File: src/rtl/busarea_pkg.sv
package busarea_pkg;

  localparam int LANE_CNT = 4;

  typedef enum logic [1:0] {
    ST_IDLE   = 2'd0,
    ST_ACCESS = 2'd1,
    ST_FAULT  = 2'd2
  } busState_e;

  // strobes from control to datapath
  typedef struct packed {
    logic load;    // capture the request this cycle
    logic active;  // an access is on the bus
  } ctlStrb_t;

  // area 0 wait code -> inserted wait cycles
  function automatic logic [3:0] area0WaitMap(input logic [2:0] sel);
    logic [3:0] w;
    case (sel)
      3'd5:    w = 4'd6;
      3'd6:    w = 4'd8;
      3'd7:    w = 4'd10;
      default: w = {1'b0, sel};
    endcase
    return w;
  endfunction

  // byte lanes touched by a write; width/size: 00 byte, 01 word, 1x long
  function automatic logic [LANE_CNT-1:0] laneMask(input logic [1:0] busW,
                                                   input logic [1:0] sizeSel,
                                                   input logic [1:0] lowAddr);
    logic [LANE_CNT-1:0] m;
    if (busW == 2'b00) begin
      m = 4'b0001;
    end else if (busW == 2'b01) begin
      if (sizeSel == 2'b00) m = lowAddr[0] ? 4'b0010 : 4'b0001;
      else                  m = 4'b0011;
    end else begin
      if (sizeSel == 2'b00)      m = 4'b0001 << lowAddr;
      else if (sizeSel == 2'b01) m = lowAddr[1] ? 4'b1100 : 4'b0011;
      else                       m = 4'b1111;
    end
    return m;
  endfunction

endpackage

File: src/rtl/busarea_dp.sv
module busarea_dp
  import busarea_pkg::*;
#(
  parameter int ADDR_W   = 32,
  parameter int SEL_LO   = 26,
  parameter int SEL_W    = 3,
  parameter int AREA_CNT = 3,
  parameter int WAIT_W   = 4
) (
  input  logic                clk,
  input  logic                rstN,
  input  logic [ADDR_W-1:0]   reqAddr,
  input  logic                reqWrite,
  input  logic [1:0]          reqSize,
  input  logic [2:0]          a0WaitSel,
  input  logic [1:0]          a12WaitSel,
  input  logic [1:0]          a1Width,
  input  logic [1:0]          a2Width,
  input  logic [1:0]          modeWidth,
  input  ctlStrb_t            strb,
  output logic                reqHit,
  output logic [WAIT_W-1:0]   reqWaits,
  output logic [AREA_CNT-1:0] csN,
  output logic                rdN,
  output logic [LANE_CNT-1:0] weN
);

  logic [SEL_W-1:0]    areaSel;
  logic [1:0]          a0WidthQ;
  logic [1:0]          busW;
  logic [SEL_W-1:0]    areaQ;
  logic                writeQ;
  logic [LANE_CNT-1:0] maskQ;

  assign areaSel = reqAddr[SEL_LO +: SEL_W];
  assign reqHit  = (areaSel < SEL_W'(AREA_CNT));

  always_comb begin
    if (areaSel == '0) reqWaits = WAIT_W'(area0WaitMap(a0WaitSel));
    else               reqWaits = WAIT_W'(a12WaitSel);
  end

  always_comb begin
    case (areaSel)
      SEL_W'(0): busW = a0WidthQ;
      SEL_W'(1): busW = a1Width;
      default:   busW = a2Width;
    endcase
  end

  // area 0 width follows the mode pins only while reset is held
  always_ff @(posedge clk) begin
    if (!rstN) a0WidthQ <= modeWidth;
  end

  always_ff @(posedge clk or negedge rstN) begin
    if (!rstN) begin
      areaQ  <= '0;
      writeQ <= 1'b0;
      maskQ  <= '0;
    end else if (strb.load && reqHit) begin
      areaQ  <= areaSel;
      writeQ <= reqWrite;
      maskQ  <= laneMask(busW, reqSize, reqAddr[1:0]);
    end
  end

  for (genvar k = 0; k < AREA_CNT; k++) begin : g_cs
    assign csN[k] = ~(strb.active && (areaQ == SEL_W'(k)));
  end

  assign rdN = ~(strb.active && !writeQ);
  assign weN = (strb.active && writeQ) ? ~maskQ : '1;


  cs_single_chk: assert property (@(posedge clk) disable iff (!rstN)
    $onehot0(~csN));

  rd_we_excl_chk: assert property (@(posedge clk) disable iff (!rstN)
    !(!rdN && (weN != '1)));

  strobe_needs_cs_chk: assert property (@(posedge clk) disable iff (!rstN)
    (!rdN || (weN != '1)) |-> (csN != '1));

endmodule

File: src/rtl/busarea_ctl.sv
module busarea_ctl
  import busarea_pkg::*;
#(
  parameter int WAIT_W      = 4,
  parameter int SYNC_STAGES = 2
) (
  input  logic              clk,
  input  logic              rstN,
  input  logic              reqValid,
  input  logic              reqHit,
  input  logic [WAIT_W-1:0] reqWaits,
  input  logic              extWaitN,
  output ctlStrb_t          strb,
  output logic              ack,
  output logic              err
);

  busState_e             state;
  logic [WAIT_W-1:0]     waitCnt;
  logic [SYNC_STAGES-1:0] syncQ;
  logic                  waitHeld;

  always_ff @(posedge clk or negedge rstN) begin
    if (!rstN) syncQ <= '1;
    else       syncQ <= {syncQ[SYNC_STAGES-2:0], extWaitN};
  end
  assign waitHeld = ~syncQ[SYNC_STAGES-1];

  always_comb begin
    strb.load   = (state == ST_IDLE) && reqValid;
    strb.active = (state == ST_ACCESS);
    err         = (state == ST_FAULT);
    ack         = err || (strb.active && (waitCnt == '0) && !waitHeld);
  end

  always_ff @(posedge clk or negedge rstN) begin
    if (!rstN) begin
      state   <= ST_IDLE;
      waitCnt <= '0;
    end else begin
      case (state)
        ST_IDLE: if (reqValid) begin
          if (reqHit) begin
            state   <= ST_ACCESS;
            waitCnt <= reqWaits;
          end else begin
            state <= ST_FAULT;
          end
        end
        ST_ACCESS: begin
          if (waitCnt != '0)  waitCnt <= waitCnt - WAIT_W'(1);
          else if (!waitHeld) state   <= ST_IDLE;
        end
        default: state <= ST_IDLE;
      endcase
    end
  end


  err_with_ack_chk: assert property (@(posedge clk) disable iff (!rstN)
    err |-> ack);

  ack_pulse_chk: assert property (@(posedge clk) disable iff (!rstN)
    ack |=> !ack);

  count_holds_chk: assert property (@(posedge clk) disable iff (!rstN)
    (strb.active && waitCnt != '0) |=> strb.active);

  wait_extends_chk: assert property (@(posedge clk) disable iff (!rstN)
    (strb.active && !ack) |=> strb.active);

endmodule

File: src/rtl/bus_area_ctrl.sv
module bus_area_ctrl
  import busarea_pkg::*;
#(
  parameter int ADDR_W      = 32,
  parameter int SEL_LO      = 26,
  parameter int SEL_W       = 3,
  parameter int AREA_CNT    = 3,
  parameter int WAIT_W      = 4,
  parameter int SYNC_STAGES = 2
) (
  input  logic                clk,
  input  logic                rstN,
  input  logic                reqValid,
  input  logic [ADDR_W-1:0]   reqAddr,
  input  logic                reqWrite,
  input  logic [1:0]          reqSize,
  input  logic [2:0]          a0WaitSel,
  input  logic [1:0]          a12WaitSel,
  input  logic [1:0]          a1Width,
  input  logic [1:0]          a2Width,
  input  logic [1:0]          modeWidth,
  input  logic                extWaitN,
  output logic [AREA_CNT-1:0] csN,
  output logic                rdN,
  output logic [LANE_CNT-1:0] weN,
  output logic                ack,
  output logic                err
);

  ctlStrb_t          strb;
  logic              reqHit;
  logic [WAIT_W-1:0] reqWaits;

  busarea_ctl #(.WAIT_W(WAIT_W), .SYNC_STAGES(SYNC_STAGES)) u_ctl (
    .clk(clk), .rstN(rstN), .reqValid(reqValid), .reqHit(reqHit),
    .reqWaits(reqWaits), .extWaitN(extWaitN), .strb(strb),
    .ack(ack), .err(err)
  );

  busarea_dp #(.ADDR_W(ADDR_W), .SEL_LO(SEL_LO), .SEL_W(SEL_W),
               .AREA_CNT(AREA_CNT), .WAIT_W(WAIT_W)) u_dp (
    .clk(clk), .rstN(rstN), .reqAddr(reqAddr), .reqWrite(reqWrite),
    .reqSize(reqSize), .a0WaitSel(a0WaitSel), .a12WaitSel(a12WaitSel),
    .a1Width(a1Width), .a2Width(a2Width), .modeWidth(modeWidth),
    .strb(strb), .reqHit(reqHit), .reqWaits(reqWaits),
    .csN(csN), .rdN(rdN), .weN(weN)
  );


  csn_steady_chk: assert property (@(posedge clk) disable iff (!rstN)
    ((csN != '1) && !ack) |=> $stable(csN));

endmodule

File: config.mk
export PLATFORM = sky130hd
export DESIGN_NAME = bus_area_ctrl
export DESIGN_NICKNAME = d
export VERILOG_FILES = /design/src/rtl/busarea_pkg.sv /design/src/rtl/busarea_dp.sv /design/src/rtl/busarea_ctl.sv /design/src/rtl/bus_area_ctrl.sv
export SDC_FILE = /design/constraint.sdc
export NUM_CORES = 1
export LEC_CHECK = 0
export CORE_ASPECT_RATIO = 0.6
export CORE_MARGIN = 1.5
export CORE_UTILIZATION = 39
export DETAILED_ROUTE_END_ITERATION = 10
export PLACE_DENSITY_LB_ADDON = 0.05
export SLEW_MARGIN = 20
export SYNTH_ARGS = -nofsm -noshare
export SYNTH_HDL_FRONTEND = slang
export SYNTH_SLANG_ARGS = --single-unit
File: constraint.sdc
create_clock -name clk -period 3 [get_ports clk]
set_input_delay 0.3 -clock clk [delete_from_list [all_inputs] [get_ports clk]]
set_output_delay 0.3 -clock clk [all_outputs]
set_load 0.01 [all_outputs]
==> impl_metrics.toml, run 1 <==
[global_route]
grt_max_degree = 18
grt_antenna_before_repair = 0
overflow = 0
grt_pass1_wl_um = 3800
grt_pass1_vias = 824
grt.total_usage_pct = 18.7

[synth]
syn-num-nets = 151
yosysTopAreaCell = "dfrtp_1"
yosysWarnings = 0
synth_cells = 99
synth.cell_area_um2 = 961
ys_seq_area_share_pct = 48.2
synth_area_leaders = "dfrtp_1 (36%), nand2_1 (7.0%), edfxtp_1 (6.3%), dfstp_2 (5.5%), nand3_1 (3.1%)"
syn_area_per_cell_um2 = 9.71
synth_edf_count = 2
async_reset_ff_share_pct = 88.9
synth_cell_types = 40
ys_ff_latch = 18
netlist.area_leader.share_pct = 36.5
synth_flop_cell = "dfrtp_1"

[detailed_routing]
wl_met1_um = 1080
final_antenna_net_count = 0
drt_wl_total_um = 2300
route.detailed.drc = 0
wl_met2_um = 1010
top_layer = "met4"
via_count = 862
routed-wl-met3_um = 187
drtIter0Drc = 37
wl_per_cell_um = 14.1
viasPerCell = 5.29
drtPass1Iterations = 4

[timing]
slew_viol_final = 0
final.setup.tns_ns = 0
setup-violations-final = 0
final_hold_viol_count = 0
worst_pin_slew_ns = 0.570
skew_ns = 0.000793
final.min_clock_period_ns = 2.35
fin_crit_sh_pct = 78.3
fmaxAchievable_mhz = 426
rsz0062_at_grt = "no"
slew_headroom_pct = 61.9
timing.hold.ws_ns = 0.356

[cells_and_area]
antennaDiodeCount = 0
final_area_mm2 = 0.00135
drive_above_1_share_pct = 8.27
nFillCells = 189
final_nets = 186
areaGrowthSynthToFinish_pct = 40.6

[power_and_ir_drop]
seq_power_share_pct = 41.4
vdd_drop_max_mv = 0.439
power_density_mw_per_mm2 = 711
switching_power_mw = 0.339
swShare_pct = 35.2
combPwrFrac_pct = 40.7
pwr-share-clk_pct = 17.9
power_leakage_nw = 0.570
p_int_mw = 0.622

[setup_path]
arrival_ns = 2.05
crit_type = "reg -> out"
end_kind = "output port"
critical_path_required_ns = 2.70
worstSetupStartpointType = "register"
crit_fanout = 4

[floorplanning]
num_io_pins = 60
die_y_um = 41.5
rows = 13
core_area_mm2 = 0.00224
dieWidth_um = 67.1
start_util_pct = 42.8
die_area_mm2 = 0.00278

[clocking]
clk_path_buf_depth = 2
post-cts-setup-buffer-count = 0
cts_htree_levels = 1
clk_latency_ns = 0.25
numCtsBuffers = 3
path_clk_slew_ns = 0.06
clock-root-buffer = "clkbuf_8"
ctsHoldBuffers = 0
clock_sinks = 18
cts_tree = "built"
ctsResizeCount = 0

[outcome]
status = "complete, no violations"

[place]
placed_cell_area_mm2 = 0.00131
globalplace.congestion = 0.794
placement.io_buffers = 32
dp_hpwl_um = 1790

[flow_run]
drv_cap = 0

[hold_path]
hold_path.class = "reg -> reg"
registers in the layout, summed over array words and instances, names as in the netlist:
signal / cells
u_ctl.waitCnt: 4
u_dp.maskQ: 4
u_dp.areaQ: 3
u_ctl.state: 2
u_ctl.syncQ: 2
u_dp.a0WidthQ: 2
u_dp.writeQ: 1
critical path: stages (launching register included):
cell	delay, ns
dfrtp_1	0.42
inv_1	0.09
ha_1	0.14
nor3b_1	0.33
nand2_1	0.13
o21bai_1	0.13
clkdlybuf4s50_1	0.55
worst paths after layout:
check | slack [ns] | cells after the start | to | start
setup / recovery | 0.65 | 6 | ack | u_ctl.waitCnt[0]$_DFFE_PN0P_
hold / removal | 0.36 | 0 | u_ctl.syncQ[1]$_DFF_PN1_ | u_ctl.syncQ[0]$_DFF_PN1_
setup reg to reg | 1.33 | 4 | u_dp.maskQ[0]$_DFFE_PN0P_ | u_ctl.state[0]$_DFFE_PN0P_
hold reg to reg | 0.36 | 0 | u_ctl.syncQ[1]$_DFF_PN1_ | u_ctl.syncQ[0]$_DFF_PN1_
max in group asynchronous | 2.38 | 2 | u_ctl.syncQ[0]$_DFF_PN1_ | rstN
min in group asynchronous | 0.37 | 2 | u_dp.areaQ[1]$_DFFE_PN0P_ | rstN
stage by stage:
stage / cells / setup slack, ns / power, mW / util [%]
after floorplan: 99 / 1.53 / 0.631 / -
after global placement: 159 / 1.00 / 0.773 / 58.2
after detailed placement: 159 / 0.979 / 0.790 / 58.2
after CTS: 163 / 0.694 / 0.966 / 60.2
after global routing: 163 / 0.517 / 1.03 / 60.2
final: 163 / 0.652 / 0.961 / 60.2
logic make-up after synthesis:
logic type                 after synthesis  synth area share (%)
and+or+nand+nor                         47                  24.6
AOI/OAI and AO/OA                       21                  17.3
DFF                                     18                  48.2
buffers and inverters                    8                  4.04
muxes                                    3                  3.26
adders and majority gates                2                  2.60
metal layers:
| layer | up-vias | track usage, % |
|---|---|---|
| met3 | 5 | 5.96 |
| met5 | - | 0 |
| met1 | 401 | 25.6 |
| met4 | 0 | 7.35 |
| li1 | 421 | - |
| met2 | 35 | 27.3 |
power by group through the flow:
stage	clock, mW	combinational [mW]	sequential (mW)
finish	0.172	0.392	0.398
global route	0.186	0.439	0.409
CTS	0.178	0.393	0.395
detailed placement	0	0.390	0.400
global placement	0	0.378	0.395
floorplan	0	0.253	0.378
area by class of cell:
type,instances,area [um^2],area share [%]
timing repair buffer,33,328,24.3
multi-input combinational,73,459,34.0
clock buffer,4,45.0,3.33
sequential,18,463,34.3
inverter,5,18.8,1.39
tap,30,37.5,2.78
cells in the final DEF (no fill, tap or decap), types with 2 or more instances in the layout:
| cell type | synthesis | routed |
|---|---|---|
| clkbuf_8 | 0 | 3 |
| clkdlybuf4s50_1 | 0 | 32 |
| dfrtp_1 | 14 | 14 |
| dfstp_2 | 2 | 2 |
| edfxtp_1 | 2 | 2 |
| ha_1 | 2 | 2 |
| inv_1 | 5 | 5 |
| mux2i_1 | 2 | 2 |
| nand2_1 | 18 | 18 |
| nand2b_1 | 3 | 3 |
| nand3_1 | 6 | 6 |
| nor2_1 | 4 | 4 |
| nor2b_1 | 4 | 4 |
| nor3_1 | 4 | 4 |
| nor3b_1 | 2 | 2 |
| o21ai_0 | 3 | 3 |
| o22a_1 | 2 | 2 |
| o31ai_1 | 2 | 2 |
Yosys cell counts (2+ instances only):
library cell and instances:
dfstp_2 2, nor2_1 4, o22a_1 2, o31ai_1 2, nand2b_1 3, mux2i_1 2, ha_1 2, nor2b_1 4
nor3_1 4, o21ai_0 3, inv_1 5, nand3_1 6, nand2_1 18, edfxtp_1 2, nor3b_1 2, dfrtp_1 14
No activity file was read; power rests on OpenSTA's default activity.
==> run 2, diff against run 1 <==
--- a/config.mk
+++ b/config.mk
@@ -7,7 +7,7 @@
 export LEC_CHECK = 0
 export CORE_ASPECT_RATIO = 0.6
 export CORE_MARGIN = 1.5
-export CORE_UTILIZATION = 39
+export CORE_UTILIZATION = 33
 export DETAILED_ROUTE_END_ITERATION = 10
 export PLACE_DENSITY_LB_ADDON = 0.05
 export SLEW_MARGIN = 20
==> constraint.sdc (replaced) <==
create_clock -name clk -period 1.93 [get_ports clk]
set_input_delay 0.193 -clock clk [delete_from_list [all_inputs] [get_ports clk]]
set_output_delay 0.193 -clock clk [all_outputs]
set_load 0.01 [all_outputs]
==> run 2 against run 1 <==
  * Utilization decreased by 6.0 points
  * Global-route usage shrank 2.4 points
  * Register-to-register slack lost 1.0 ns
  * Routed wire length barely moved
  * Sequential power up 56%
  * Final cell count rose by 5.5%
  * Setup slack worse by 0.53 ns
  * Clock skew increased by 0.0013 ns
  * Final area increased by 5.5%
  * Highest routed layer unchanged
==> impl_metrics.toml, run 2 (synthesis gave the netlist of run 1 again) <==
[outcome]
status = "complete, no violations"

[detailed_routing]
drtIter0Drc = 51
via_count = 843
wl_per_cell_um = 13.4
viasPerCell = 4.90
final_antenna_net_count = 0
drt_wl_total_um = 2310
drtPass1Iterations = 4
route.detailed.drc = 0

[setup_path]
slowest_delay_ns = 0.48
crit_chain = "nand2b_2, nor3_1, nand2_1, clkdlybuf4s50_1"
crit_fanout = 5
critical_path_required_ns = 1.74
crit_type = "reg -> out"
cp_slowest_cell = "clkdlybuf4s50_1"
end_kind = "output port"
worstSetupStartpointType = "register"
arrival_ns = 1.62

[clocking]
cts_htree_levels = 1
clk_path_buf_depth = 2
numCtsBuffers = 3
clock-root-buffer = "clkbuf_8"
cts_tree = "built"
path_clk_slew_ns = 0.07
clk_latency_ns = 0.25
clock_sinks = 18

[floorplanning]
die_y_um = 44.8
die_area_mm2 = 0.00326
dieWidth_um = 72.7
num_io_pins = 60
rows = 14
start_util_pct = 36.6
core_area_mm2 = 0.00263

[power_and_ir_drop]
pwr-share-clk_pct = 17.1
power_leakage_nw = 0.611
power_density_mw_per_mm2 = 1110
p_total_mw = 1.58
swShare_pct = 34.6
switching_power_mw = 0.546
vdd_drop_max_mv = 0.492
combPwrFrac_pct = 43.7
p_int_mw = 1.03
seq_power_share_pct = 39.2

[timing]
worst_slack_ns = 0.119
slew_headroom_pct = 74.4
slew_viol_final = 0
rsz0062_at_grt = "no"
timing.hold.ws_ns = 0.327
setup-violations-final = 0
fin_crit_sh_pct = 93.8
fmaxAchievable_mhz = 552
final_hold_viol_count = 0
skew_ns = 0.00211
worst_pin_slew_ns = 0.384
final.setup.tns_ns = 0
final.min_clock_period_ns = 1.81

[cells_and_area]
nFillCells = 254
areaGrowthSynthToFinish_pct = 48.3
largestRegisters = "u_ctl.waitCnt: 4 flops, u_dp.maskQ: 4 flops, u_dp.areaQ: 3 flops"
drive_above_1_share_pct = 15.0
final_cell_mix = "clkdlybuf4s50_1 (31), nand2_1 (18), dfrtp_1 (14)"
final_nets = 193
seq_area_um2 = 463
final_common_cell = "clkdlybuf4s50_1"
multiInputGateArea_um2 = 478
post-route-util_pct = 54.2
antennaDiodeCount = 0

[global_route]
grt_pass1_vias = 836
grt_pass1_wl_um = 3910
grt_antenna_before_repair = 0
grt_max_degree = 17
overflow = 0
grt.total_usage_pct = 16.3

[place]
place_ws_ns = 0.0142
globalplace.congestion = 0.844
dp_hpwl_um = 1880
placement.io_buffers = 32

[hold_path]
hold_path.class = "in -> async"

[flow_run]
drv_cap = 0
[run 2: worst paths after layout]
path                                                  from  cells past startpoint                           end  slack, ns
worst min register to register    u_ctl.syncQ[0]$_DFF_PN1_                      0      u_ctl.syncQ[1]$_DFF_PN1_       0.36
worst max register to register  u_ctl.state[0]$_DFFE_PN0P_                      3  u_ctl.waitCnt[3]$_DFFE_PN0P_       0.30
max in group asynchronous                             rstN                      2      u_ctl.syncQ[1]$_DFF_PN1_       1.35
min in group clk                                  extWaitN                      1      u_ctl.syncQ[0]$_DFF_PN1_       0.34
worst min-delay path                                  rstN                      2     u_dp.areaQ[2]$_DFFE_PN0P_       0.33
worst max-delay path            u_ctl.state[1]$_DFFE_PN0P_                      4                        csN[2]       0.12
[run 2: metrics by stage]
step | cell area (um^2) | cells
after detailed placement | 1360 | 168
after floorplan | 961 | 99
after CTS | 1420 | 172
after global placement | 1360 | 168
after global routing | 1430 | 172
final | 1430 | 172
[run 2: repair_timing]
item / in CTS / in global routing
buffers inserted: 0 / 0
endpoints found under the setup margin: 1 / 4
hold endpoints to repair: 0 / 0
gates resized for setup: 3 / 3
gates cloned: 0 / 0
hold buffers: 0 / 0
[run 2: cell type report]
cell class,count,area share (%)
Timing Repair Buffer,40,26.7
Sequential cell,18,32.5
Inverter,5,1.32
Clock buffer,4,3.16
Tap cell,32,2.81
Multi-Input combinational cell,73,33.5
[run 2: metal layers]
layer / part of all wire, % / GRT usage (%) / vias up
li1: - / - / 437
met3: 3.6 / 4.69 / 4
met5: 0 / 0 / -
met1: 56 / 24.5 / 383
met4: 0.91 / 4.53 / 0
met2: 40 / 22.8 / 19
[run 2: critical path: cells and delay by family, from the launching register on]
| family | cells | cell delay, ns |
|---|---|---|
| buf+inv | 1 | 0.48 |
| flops | 1 | 0.40 |
| simple gates | 3 | 0.49 |
[run 2: power groups by stage]
stage	combinational [mW]	sequential, mW	clock (mW)
2_1_floorplan	0.393	0.588	0
3_3_place_gp	0.668	0.610	0
3_5_place_dp	0.677	0.612	0
4_1_cts	0.688	0.615	0.282
5_1_grt	0.779	0.637	0.305
6_report	0.690	0.619	0.269
